### config.mk
export PLATFORM = sky130hd
export DESIGN_NAME = rxfp_frame_tracker
export DESIGN_NICKNAME = d
export VERILOG_FILES = /design/src/rtl/rxfp_pkg.sv /design/src/rtl/rxfp_pos_counter.sv /design/src/rtl/rxfp_pulse_gate.sv /design/src/rtl/rxfp_oh_decode.sv /design/src/rtl/rxfp_frame_tracker.sv
export SDC_FILE = /design/constraint.sdc
export NUM_CORES = 1
export LEC_CHECK = 0
export BUFFER_PORTS_ARGS = -buffer_cell sky130_fd_sc_hd__buf_4
export CAP_MARGIN = 20
export CELL_PAD_IN_SITES_DETAIL_PLACEMENT = 1
export CELL_PAD_IN_SITES_GLOBAL_PLACEMENT = 2
export CORE_ASPECT_RATIO = 0.9
export CORE_MARGIN = 3
export CORE_UTILIZATION = 30
export CTS_CLUSTER_SIZE = 25
export DETAILED_ROUTE_END_ITERATION = 6
export HOLD_SLACK_MARGIN = 0.15
export PLACE_DENSITY = 0.73
export SKIP_LAST_GASP = 1
export SLEW_MARGIN = 5
export SYNTH_ARGS = -nofsm -noshare
export SYNTH_HDL_FRONTEND = slang
export SYNTH_HIERARCHICAL = 1
export SYNTH_SLANG_ARGS = --single-unit
### constraint.sdc
create_clock -name clk -period 3.3 [get_ports clk]
set_input_delay 0.33 -clock clk [delete_from_list [all_inputs] [get_ports clk]]
set_output_delay 0.33 -clock clk [all_outputs]
set_load 0.02 [all_outputs]
### src/rtl/rxfp_pkg.sv
package rxfp_pkg;

   // Decoded per-byte marks produced from the frame position.
   typedef struct packed {
      logic frame_start;
      logic a1;
      logic a2;
      logic c1;
      logic b1;
      logic scr_on;
      logic scr_reset;
   } rxfp_marks_t;

   // Overhead groups in row 0, in wire order.
   localparam int unsigned OH_GROUPS = 3;

endpackage

### src/rtl/rxfp_pos_counter.sv
module rxfp_pos_counter #(
   parameter int unsigned ROWS    = 9,
   parameter int unsigned ROW_LEN = 4320,
   localparam int unsigned ROW_W  = $clog2(ROWS),
   localparam int unsigned COL_W  = $clog2(ROW_LEN)
) (
   input  logic             clk,
   input  logic             rst_n,
   input  logic             reload,
   output logic [ROW_W-1:0] row_q,
   output logic [COL_W-1:0] col_q,
   output logic             at_last
);

   localparam logic [ROW_W-1:0] ROW_LAST = ROW_W'(ROWS - 1);
   localparam logic [COL_W-1:0] COL_LAST = COL_W'(ROW_LEN - 1);

   logic col_wrap;

   assign col_wrap = (col_q == COL_LAST);
   assign at_last  = col_wrap && (row_q == ROW_LAST);

   always_ff @(posedge clk or negedge rst_n) begin
      if (!rst_n) begin
         row_q <= ROW_LAST;
         col_q <= COL_LAST;
      end else if (reload) begin
         row_q <= '0;
         col_q <= '0;
      end else if (col_wrap) begin
         col_q <= '0;
         row_q <= (row_q == ROW_LAST) ? '0 : row_q + 1'b1;
      end else begin
         col_q <= col_q + 1'b1;
      end
   end

endmodule

### src/rtl/rxfp_pulse_gate.sv
module rxfp_pulse_gate (
   input  logic clk,
   input  logic rst_n,
   input  logic frame_in,
   input  logic loopback_en,
   input  logic at_last,
   output logic pulse,
   output logic misalign_q
);

   logic locked_q;

   // In loopback the internal pulse coincides with the natural wrap.
   assign pulse = loopback_en ? at_last : frame_in;

   always_ff @(posedge clk or negedge rst_n) begin
      if (!rst_n) begin
         locked_q   <= 1'b0;
         misalign_q <= 1'b0;
      end else begin
         locked_q   <= locked_q | pulse;
         misalign_q <= pulse & locked_q & ~at_last & ~loopback_en;
      end
   end

endmodule

### src/rtl/rxfp_oh_decode.sv
module rxfp_oh_decode
   import rxfp_pkg::*;
#(
   parameter int unsigned NUM_STS = 48,
   parameter int unsigned ROWS    = 9,
   parameter int unsigned ROW_LEN = 4320,
   localparam int unsigned ROW_W  = $clog2(ROWS),
   localparam int unsigned COL_W  = $clog2(ROW_LEN)
) (
   input  logic [ROW_W-1:0] row,
   input  logic [COL_W-1:0] col,
   output rxfp_marks_t      marks
);

   localparam logic [COL_W-1:0] OH_END = COL_W'(OH_GROUPS * NUM_STS);

   logic                 row0;
   logic [OH_GROUPS-1:0] grp;

   assign row0 = (row == '0);

   for (genvar g = 0; g < OH_GROUPS; g++) begin : g_grp
      localparam logic [COL_W-1:0] LO = COL_W'(g * NUM_STS);
      localparam logic [COL_W-1:0] HI = COL_W'((g + 1) * NUM_STS);
      assign grp[g] = row0 && (col >= LO) && (col < HI);
   end

   always_comb begin
      marks             = '0;
      marks.frame_start = row0 && (col == '0);
      marks.a1          = grp[0];
      marks.a2          = grp[1];
      marks.c1          = grp[2];
      marks.b1          = (row == ROW_W'(1)) && (col == '0);
      marks.scr_on      = ~(row0 && (col < OH_END));
      marks.scr_reset   = row0 && (col == OH_END);
   end

endmodule

### src/rtl/rxfp_frame_tracker.sv
module rxfp_frame_tracker
   import rxfp_pkg::*;
#(
   parameter int unsigned NUM_STS      = 48,
   parameter int unsigned COLS_PER_STS = 90,
   parameter int unsigned ROWS         = 9,
   localparam int unsigned ROW_LEN     = NUM_STS * COLS_PER_STS,
   localparam int unsigned ROW_W       = $clog2(ROWS),
   localparam int unsigned COL_W       = $clog2(ROW_LEN)
) (
   input  logic             clk,
   input  logic             rst_n,
   input  logic             frame_in,
   input  logic             loopback_en,
   output logic [ROW_W-1:0] row_idx,
   output logic [COL_W-1:0] col_idx,
   output logic             frame_start,
   output logic             oh_a1,
   output logic             oh_a2,
   output logic             oh_c1,
   output logic             oh_b1,
   output logic             scr_on,
   output logic             scr_reset,
   output logic             misalign
);

   if (ROWS < 2) begin : g_bad_rows
      $error("rxfp_frame_tracker: ROWS must be at least 2");
   end
   if (COLS_PER_STS <= OH_GROUPS) begin : g_bad_cols
      $error("rxfp_frame_tracker: COLS_PER_STS must exceed the overhead groups");
   end
   if (NUM_STS < 1) begin : g_bad_sts
      $error("rxfp_frame_tracker: NUM_STS must be at least 1");
   end

   logic        at_last;
   logic        pulse;
   rxfp_marks_t marks;

   rxfp_pulse_gate gate_i (
      .clk         (clk),
      .rst_n       (rst_n),
      .frame_in    (frame_in),
      .loopback_en (loopback_en),
      .at_last     (at_last),
      .pulse       (pulse),
      .misalign_q  (misalign)
   );

   rxfp_pos_counter #(.ROWS(ROWS), .ROW_LEN(ROW_LEN)) cnt_i (
      .clk     (clk),
      .rst_n   (rst_n),
      .reload  (pulse),
      .row_q   (row_idx),
      .col_q   (col_idx),
      .at_last (at_last)
   );

   rxfp_oh_decode #(.NUM_STS(NUM_STS), .ROWS(ROWS), .ROW_LEN(ROW_LEN)) dec_i (
      .row   (row_idx),
      .col   (col_idx),
      .marks (marks)
   );

   assign frame_start = marks.frame_start;
   assign oh_a1       = marks.a1;
   assign oh_a2       = marks.a2;
   assign oh_c1       = marks.c1;
   assign oh_b1       = marks.b1;
   assign scr_on      = marks.scr_on;
   assign scr_reset   = marks.scr_reset;

endmodule

======== After elaboration in Yosys (flattened, before gate mapping) ========
Index checks and enable logic that the tools add are counted.
storage, ports and cells
  register bits ........................... 19
  input port bits ......................... 4
  output and inout port bits .............. 25
cells by class
  add/sub/neg operators ................... 2
  magnitude comparators ................... 6
  eq/ne operators ......................... 4
  mux-type cells .......................... 6
  bitwise logic cells ..................... 7
  reductions and logical operators ........ 14
operators by type and width
  operator                                                                        count
  13-bit 2-to-1 mux                                                               2
  13-bit by 1-bit adder with 13-bit output (second input constant)                1
  13-bit == test (second input constant)                                          1
  13-bit by 8-bit == test with 1-bit output (second input constant)               1
  13-bit by 1-bit >= comparator with 1-bit output (second input constant)         1
  13-bit by 6-bit >= comparator with 1-bit output (second input constant)         1
  13-bit by 7-bit >= comparator with 1-bit output (second input constant)         1
  13-bit logical NOT                                                              1
  13-bit by 6-bit less-than comparator with 1-bit output (second input constant)  1
  13-bit by 7-bit less-than comparator with 1-bit output (second input constant)  1
  13-bit by 8-bit less-than comparator with 1-bit output (second input constant)  1
  4-bit 2-to-1 mux                                                                3
  1-bit logical AND                                                               11
  4-bit by 1-bit adder with 4-bit output (second input constant)                  1
  4-bit by 1-bit == test with 1-bit output (second input constant)                1
  4-bit == test (second input constant)                                           1
  4-bit logical NOT                                                               1
  1-bit AND                                                                       3
  1-bit NOT                                                                       3
  2-bit nonzero test                                                              1
  1-bit 2-to-1 mux                                                                1
  1-bit bitwise OR                                                                1

======== Logic depth before layout (Yosys ltp) ========
Gate-level depths: netlist (run 1).
  depth after elaboration ................. 6
  depth in mapped cells ................... 9
  mapped depth without buffers ............ 8

======== Hierarchy ========
The synthesis (run 1) kept the hierarchy.
modules (own cells, without submodules)
  module            times used  cells an instance  area an instance (µm²)
  rxfp_pos_counter  1           93                 917.1
  rxfp_oh_decode    1           19                 137.6
  rxfp_pulse_gate   1           5                  83.8

======== Least setup slack after synthesis (run 1) ========
Ideal clock, no wire load.
  path kind ............................... flip-flop to flip-flop
  start point ............................. reg cnt_i.col_q[0]
  end point ............................... reg cnt_i.col_q[10]
  library setup time ...................... 120 ps
  data arrival time ....................... 2,221 ps
  data required time ...................... 3,180 ps
  path slack .............................. 959 ps
  stages on the path, launching flop included .. 10
  path buffers ............................ 2
  clock period less this slack ............ 2,341 ps
  path through ............................ dfstp_2 > ha_1 > and4_1 > nand4_1 > nor3_1 > mux2_4 > clkbuf_1 > nand2b_1 > buf_2 > nor2_1
between the ends
  cells in the longest elaborated chain, start to end .. 4
  elaborated cells between the ends (all ways) .. 6
  classes of those cells .................. add/sub (1); eq/ne (1); mux (3); reduce/logical (1)
RTL lines
  what                    line                      text
  from (decl)             rxfp_pos_counter.sv:11    output logic [COL_W-1:0] col_q,
  from (signal assigned)  rxfp_pos_counter.sv:34    col_q <= col_q + 1'b1;
  13-bit == test          rxfp_pos_counter.sv:20    assign col_wrap = (col_q == COL_LAST);
  1-bit logical AND       rxfp_pos_counter.sv:21    assign at_last = col_wrap && (row_q == ROW_LAST);
  named net at_last       rxfp_frame_tracker.sv:37  logic at_last;
  1-bit 2-to-1 mux        rxfp_pulse_gate.sv:14     assign pulse = loopback_en ? at_last : frame_in;
  named net pulse         rxfp_frame_tracker.sv:38  logic pulse;
  13-bit 2-to-1 mux       rxfp_pos_counter.sv:27    end else if (reload) begin
The timed path passes the listed nets, and every way through them passes these cells.
A chain may end at the register's enable or synchronous reset.

======== Worst setup path in the final report (run 1) ========
  start point ............................. reg cnt_i.col_q[0]
  end point ............................... reg cnt_i.col_q[5]
The elaborated chain is that of the path after synthesis.

==> results by stage, run 1 <==
GRT:
- The initial antenna violation count is 0.
- The all-layer global routing usage is between 10% and 20%.
- The number of global-route vias before repair is 976.
- The overall overflow remaining after global route is 0.
- Entering global routing, the biggest net connects 20 pins.
- The first-pass GRT wire length is ~4.9 mm.

Floorplan:
- The die is roughly 71 µm wide.
- The floorplan die area is 4570 µm².
- The area of the core is between 3000 and 4000 µm².
- The number of ports placed on the die boundary is 29.
- The total number of placement rows is 20.
- For this configuration, the core starts out at a cell density of 32.5%.
- The die span in y is roughly 64 µm.

Drt:
- The number of antenna-violating nets in the routed design is 0.
- Wires add up to 2.83 mm.
- Before antenna repair, the detailed router went through 4 iterations.
- In the routed layout, each cell is associated on average with a via count of 5.09.
- The starting DRC count in detailed routing is 10.
- The post-detailed-route DRC marker count is 0.
- The average wire per standard cell is ~15 µm.
- The routed via count is slightly below 1000.

STA:
- Counting I/O delays and the setup requirement, the final critical path takes 2.37 ns.
- Clock skew on the completed layout was measured at 0.00182 ns.
- The portion of the clock cycle consumed by the worst path in the final layout is between 70% and 80%.
- The number of hold-slack violations in the final timing report is 0.
- The number of slew-limit violations in the final report is 0.
- The remaining max-slew budget at the tightest pin is 65.6%.
- At the pin with the least slew margin, the transition time is around 0.52 ns.
- The total setup violations reported at the end of the flow is 0.
- For the final routed database, the setup TNS stands at 0 ns.
- The worst hold slack is 0.418 ns.
- Setup repair after global routing left no endpoint under its margin.
- The highest clock frequency the design can meet is ~420 MHz.

Worst setup path:
- The worst endpoint data arrival time is 2.50 ns.
- The worst reg2reg path startpoint is cnt_i/col_q[0].
- Measured in cells, the most critical reg-to-reg path has a length of 7.
- The worst setup path category is flop to flop.
- The largest fanout of any net on the critical path is 11.
- The launching element type of the critical path is a flop.
- The required time at the endpoint of the critical path is between 3 and 4 ns.
- The type of destination of the critical path is a flop.
- Across all register-to-register paths, the minimum setup slack is 0.93 ns.
- The worst register-to-register path ends at cnt_i/col_q[5].

Power:
- The areal power density over the cells is 420 nW/µm².
- Per report_power, the combinational group accounts for 23.9% of the total.
- The internal power of the cells totals approximately 420 µW.
- In this run the power spent charging and discharging nets is 187 µW.
- The largest vdd supply drop is 0.165 mV.
- The relative contribution of sequential cells to total power is 49.3%.
- Net switching is 31.0% of the power.
- For this design the static power due to leakage is 0.000614 µW.
- Per report_power, the clock group accounts for 26.7% of the total.

Synthesis:
- The average cell area after synthesis is 9.73 µm².
- The count of different cell masters after synthesis is 38.
- After synthesis the cells add up to 1140 µm².
- After synthesis, flip-flops and latches occupy around 43% of the total area.
- The flop and latch count out of synthesis is 19.
- The fraction of registers with async set or reset after synthesis is 100%.
- The most frequently used flop master after synthesis is dfrtp_1.
- The synthesized instance count is 117.
- The post-synth net total is 124.
- The warning count from the yosys run is 6.
- Counting flops with a built-in enable in the synthesized netlist gives 0.

Clocking:
- The clock latency on the worst-skew pair is 0.25 ns.
- Clock-pin slew was measured on the worst setup and hold paths at 0.07 ns.
- The number of clock sinks seen by CTS is 19.
- The cell sitting at the root of the clock tree is a clkbuf_8.
- The clock buffer count from CTS is 3.
- No sink is reached through more buffers than the 2 on the longest clock path.
- The total number of H-tree levels is 1.
- TritonCTS built the clock tree.

Finish:
- Of the cells placed in the final design, the portion with a size suffix greater than 1 is 35.6%.
- The layout net count is 154.
- Relative to the synthesized area, the layout overhead comes to 26.0%.
- Fill cells in the final layout number between 400 and 500.
- In the layout the commonest cells are buf_4, nor2_1, nand2_1.
- The library cell used most frequently in the layout, excluding fill and tap cells, is buf_4.
- The repair_antennas step left the layout with diodes totalling 0.

Flow run:
- The total of max-cap violations is 0.

Hold path:
- The worst hold path endpoint is gate_i/misalign_q.
- The worst hold path begins at frame_in.
- Along the worst hold path, the cell count comes to 2.
- The type of the tightest min-delay check is primary input to flop.

Status:
- The flow ran to the end, and the final reports show no timing, DRC or antenna violations.

Placed design:
- The congestion estimate from routability-driven global placement came to between 0.7 and 0.8.
- The count of buffers from port buffering is 28.
- The detailed-placement wirelength estimate is 2.17 mm.
==> kinds of logic (layout without fill, tap and decap cells) <==
| family | Yosys count | in the layout | synth area share [%] |
|---|---|---|---|
| simple gates | 61 | 61 | 30.8 |
| flops | 19 | 19 | 42.7 |
| compound gates | 11 | 11 | 8.02 |
| xor+xnor | 10 | 10 | 7.69 |
| buf+inv | 10 | 39 | 4.18 |
| fa+ha+maj | 3 | 3 | 3.30 |
| mux | 3 | 3 | 3.30 |
==> stage by stage <==
| stage | power (µW) | std cells | util, % | worst slack, ns | area, µm² |
|---|---|---|---|---|---|
| after CTS | 613 | 190 | 41.0 | 0.874 | 1440 |
| after detailed placement | 449 | 185 | 39.4 | 0.901 | 1380 |
| after floorplan | 384 | 117 | - | 0.959 | 1140 |
| after global routing | 641 | 190 | 41.0 | 0.693 | 1440 |
| after global placement | 448 | 185 | 39.4 | 1.03 | 1380 |
| final | 603 | 190 | 41.0 | 0.933 | 1440 |
==> worst max-delay path, stage by stage (launching register included) <==
cell,delay [ns]
dfstp_2,0.57
ha_1,0.23
and4_1,0.27
nand4_1,0.17
nor3_1,0.28
mux2_4,0.28
nand2b_1,0.34
nor2_1,0.09
==> Yosys cell counts, types with 2 or more instances <==
cell | instances | area [µm²]
a21oi_1 | 3 | 15.0
and4_1 | 3 | 26.3
buf_2 | 2 | 10.0
dfrtp_1 | 10 | 250
dfstp_2 | 9 | 236
ha_1 | 3 | 37.5
inv_1 | 6 | 22.5
mux2_2 | 2 | 22.5
nand2_1 | 11 | 41.3
nand3_1 | 4 | 20.0
nand3b_1 | 2 | 15.0
nand4_1 | 4 | 25.0
nor2_1 | 16 | 60.1
nor2b_1 | 2 | 12.5
nor3_1 | 6 | 30.0
nor4_1 | 4 | 25.0
xnor2_1 | 7 | 61.3
xor2_1 | 3 | 26.3
==> how the worst max path moves through the flow <==
stage / to / cells past startpoint / from
6_report: cnt_i/col_q[5] / 7 / cnt_i/col_q[0]
3_3_place_gp: cnt_i/col_q[5] / 7 / cnt_i/col_q[0]
5_1_grt: cnt_i/col_q[11] / 7 / cnt_i/col_q[0]
4_1_cts: cnt_i/col_q[5] / 7 / cnt_i/col_q[0]
2_1_floorplan: cnt_i/col_q[10] / 9 / cnt_i/col_q[0]
3_5_place_dp: cnt_i/col_q[5] / 7 / cnt_i/col_q[0]
==> registers in the layout, indices dropped and copies added, names as in the netlist <==
name and count:
gate_i/locked_q 1, cnt_i/row_q 4, gate_i/misalign_q 1, cnt_i/col_q 13
==> metal layers <==
metal / routed length, µm / up-vias / GRT usage [%]
li1: - / 472 / -
met1: 1420 / 472 / 19.0
met2: 1250 / 22 / 20.1
met3: 149 / 2 / 2.48
met4: 19 / 0 / 4.93
met5: 0 / - / 0
==> final cells by class <==
class | count | area [µm²] | area share [%]
clock inverters | 1 | 5.00 | 0.349
clock buffers | 3 | 41.3 | 2.88
repair buffers | 29 | 220 | 15.3
well taps | 44 | 55.1 | 3.84
inverters | 6 | 22.5 | 1.57
flip-flops and latches | 19 | 487 | 33.9
multi-input cells | 88 | 604 | 42.1
==> power groups by stage <==
| stage | logic (µW) | clock network [µW] | registers [µW] |
|---|---|---|---|
| after floorplan | 64.7 | 0 | 319 |
| after global placement | 148 | 0 | 299 |
| after detailed placement | 147 | 0 | 302 |
| after CTS | 148 | 167 | 298 |
| after global routing | 159 | 179 | 302 |
| final | 144 | 161 | 297 |
==> repair_timing <==
| item | 4_1_cts | 5_1_grt |
|---|---|---|
| gates resized for setup | 0 | 0 |
| endpoints found under the setup margin | 0 | 0 |
| hold buffers | 1 | 0 |
| buffers inserted | 0 | 0 |
| hold endpoints to repair | 10 | 0 |
Note: power is estimated with default switching activity, not from simulation.
==> inputs of run 2 (changes only) <==
clock period = 2.43 ns   (was 3.3 ns; I/O delays follow)
==> run 2 against run 1 <==
Register-to-register slack worse by 0.72 ns. Clock power is 33% higher. Non-clock buffer count is 2 higher. Combinational power is 40% higher. Critical path depth is 3 lower. Global-route usage is 0.37 points higher. First-iteration DRC count grew to 4.3 times the previous value. Power is 36% higher. Critical path type is now flop to primary output. Highest routed layer unchanged.
==> results by stage, run 2 (synthesis results as in run 1) <==
STA:
- The total setup violations reported at the end of the flow is 0.
- The number of slew-limit violations in the final report is 0.
- After routing, the total negative slack on setup checks comes to 0 ns.
- The post-route worst setup slack is 0.184 ns.
- Headroom to the max-slew limit came out at 66.4%.
- Across the routed clock network, the largest skew measured is about 0.0025 ns.
- The time the final worst path needs with I/O delays and setup is 2.25 ns.
- Based on the critical path, the design can be clocked at up to roughly 450 MHz.
- The portion of the clock cycle consumed by the worst path in the final layout is just over 90%.
- Setup repair after global routing left no endpoint under its margin.
- The number of hold-slack violations in the final timing report is 0.
- For the pin with the worst max-slew slack, the measured transition is 0.499 ns.

Finish:
- Of the cells placed in the final design, the portion with a size suffix greater than 1 is 37.8%.
- In the final layout, the registers with the most flip-flops are cnt_i/col_q (13), cnt_i/row_q (4).
- Leaving out fill and tap cells, the most frequent cell in the layout is buf_4.
- The post-layout instance count excluding filler cells is 192.
- The register name with the most flops is cnt_i/col_q.
- At the end of the flow, the number of nets in the layout was 156.
- The synthesis-to-finish area growth is 28.5%.
- The library cells used most frequently in the layout, excluding fill and tap cells, are buf_4, nor2_1, nand2_1.
- The register with the most flip-flops in the layout has 13 of them.
- The number of diodes added for antenna fixing is 0.
- Summing all non-filler instances in the final layout gives an area of between 1000 and 1500 µm².

Placed design:
- The instance area after placement is roughly 1400 µm².
- In this run the tool buffered the top-level ports with 28 buffer cells.
- The pre-CTS worst setup slack is 0.106 ns.
- The detailed-placement wirelength estimate is around 2.3 mm.
- Routability-driven placement finished with a final weighted congestion of 0.729.
- The number of cells in the design after placement is 187.

Drt:
- Dividing the detail-routed via count by the number of cells gives slightly above 5.
- Dividing the detail-routed wire length by the instance count gives roughly 15 µm.
- After the first detailed-routing iteration, the DRC count stood at 43.
- In the routed design, unresolved DRC markers number 0.
- The total wirelength of the detailed-routed design is 2.96 mm.
- In this run the remaining antenna-violating nets after routing total 0.
- The first TritonRoute pass finished after 2 iterations.
- The routed via count is 973.

GRT:
- Entering global routing, the biggest net connects 20 pins.
- The first global-routing pass estimated a little over 5 mm of wire.
- met2 is the most crowded layer.
- The initial antenna violation count is 0.
- Across every metal layer, demand over resource in global routing totals 13.8%.
- The number of global-route vias before repair is 1028.
- Global routing used roughly 2.9% of the available met3 tracks.
- For met2 alone, demand over resource in global routing was between 20% and 30%.
- The met1 usage is 19.8%.
- The overall overflow remaining after global route is 0.

Status:
- The run finished with clean final reports.

Power:
- Power spread over the standard cell area amounts to 560 nW/µm².
- Per report_power, the sequential group accounts for around half of the total.
- The part of the total power dissipated in the clock network is 26.1%.
- The total net switching power is 250 µW.
- The net switching fraction of the power is 30.5%.
- The largest vdd supply drop is 0.305 mV.
- The internal power component is roughly 570 µW.
- Combinational logic burns 24.6% of the power.
- The total power consumption of the routed design is slightly above 800 µW.
- In this run the static leakage power is 0.000624 µW.

Worst setup path:
- The worst endpoint data arrival time is 2.00 ns.
- The cell at the slowest stage of the critical path is nor4_1.
- The launching element type of the critical path is a flop.
- On the critical path the largest part of the delay comes from simple AND/OR/NAND/NOR gates.
- The required time at the endpoint of the critical path is 2.19 ns.
- In this design, the stage delay of the slowest critical-path cell is 0.52 ns.
- The critical path goes through nor4_1, nand3b_1, nor3_1, buf_4.
- By startpoint and endpoint, the worst setup path is classified as flop to primary output.
- The largest fanout of any net on the critical path is 6.
- The number of buffers and inverters on the critical path is 1.
- The type of destination of the critical path is a primary output.

Clocking:
- The number of clock sinks seen by CTS is 19.
- In this run the number of H-tree levels came out at 1.
- The tree is rooted in a clkbuf_8.
- Buffers inserted during clock tree synthesis total 3.
- Buffers added to address setup during post-CTS repair amount to 0.
- TritonCTS built the clock tree.
- The clock passes through at most 2 buffers.
- The clock-pin transition on the worst setup and hold timing paths is roughly 0.07 ns.
- The clock latency on the worst-skew pair is 0.25 ns.

Flow run:
- Across the run, the number of max-cap violations was 0.

Floorplan:
- During I/O placement, the number of pins put on the boundary was 29.
- The area of the core is 3500 µm².
- The floorplan step set the die height to 64.4 µm.
- The floorplan die area is 4570 µm².
- The die is 70.9 µm wide.
- Once the floorplan was initialized, standard cells occupied about a third of the core.
- The total number of placement rows is 20.

Hold path:
- The type of the tightest min-delay check is primary input to flop.
## run 2: changes by cell type in the layout (fill, tap and decap cells not counted), sizes merged
| cell | previous run | this run |
|---|---|---|
| buf | 28 | 30 |
| clkbuf | 3 | 4 |
| clkinv | 1 | 0 |
## run 2: what timing repair did
action / CTS / global route
resized for setup: 0 / 3
setup endpoints to repair: 0 / 13
hold buffers: 1 / 0
hold endpoints to repair: 19 / 0
## run 2: layout make-up
cell class	count	area [µm²]
timing repair buffer	31	235
clock buffer	4	45.0
tap	44	55.1
multi-input combinational	88	618
fill	415	2040
inverter	6	22.5
sequential	19	487
## run 2: power groups by stage
| stage | Combinational, µW | Clock (µW) | Sequential, µW |
|---|---|---|---|
| after floorplan | 87.8 | 0 | 433 |
| after global placement | 201 | 0 | 407 |
| after detailed placement | 203 | 0 | 408 |
| after CTS | 205 | 228 | 403 |
| after global routing | 223 | 240 | 411 |
| final | 201 | 214 | 404 |
## run 2: worst paths after layout
| kind | startpoint | to | slack [ns] | cells past startpoint |
|---|---|---|---|---|
| min in group asynchronous | rst_n | cnt_i/col_q[9] | 0.40 | 2 |
| min reg2reg | gate_i/locked_q | gate_i/locked_q | 0.48 | 1 |
| max reg2reg | cnt_i/col_q[0] | cnt_i/row_q[2] | 0.21 | 9 |
| max in group asynchronous | rst_n | cnt_i/col_q[12] | 1.76 | 2 |
| min | frame_in | gate_i/misalign_q | 0.33 | 2 |
| max | cnt_i/row_q[1] | oh_a2 | 0.18 | 4 |
## run 2: through the flow
| step | hold WS (ns) | utilization [%] |
|---|---|---|
| 2_1_floorplan | -0.0526 | - |
| 3_3_place_gp | 0.139 | 39.8 |
| 3_5_place_dp | 0.136 | 39.8 |
| 4_1_cts | 0.331 | 41.4 |
| 5_1_grt | 0.332 | 41.8 |
| 6_report | 0.334 | 41.8 |
## run 2: worst register-to-register path: cells and delay by family (launching register included)
family                   cells  cell delay [ns]
AND/OR/NAND/NOR              6             0.97
flip-flops                   1             0.57
adder cells (fa/ha/maj)      1             0.23
multiplexers                 1             0.18
buffers and inverters        1             0.17
## run 2: routing by layer
layer	vias up	part of all wire [%]
met1	481	50
met4	0	0.61
met5	-	0
li1	475	-
met3	2	4.1
met2	15	45
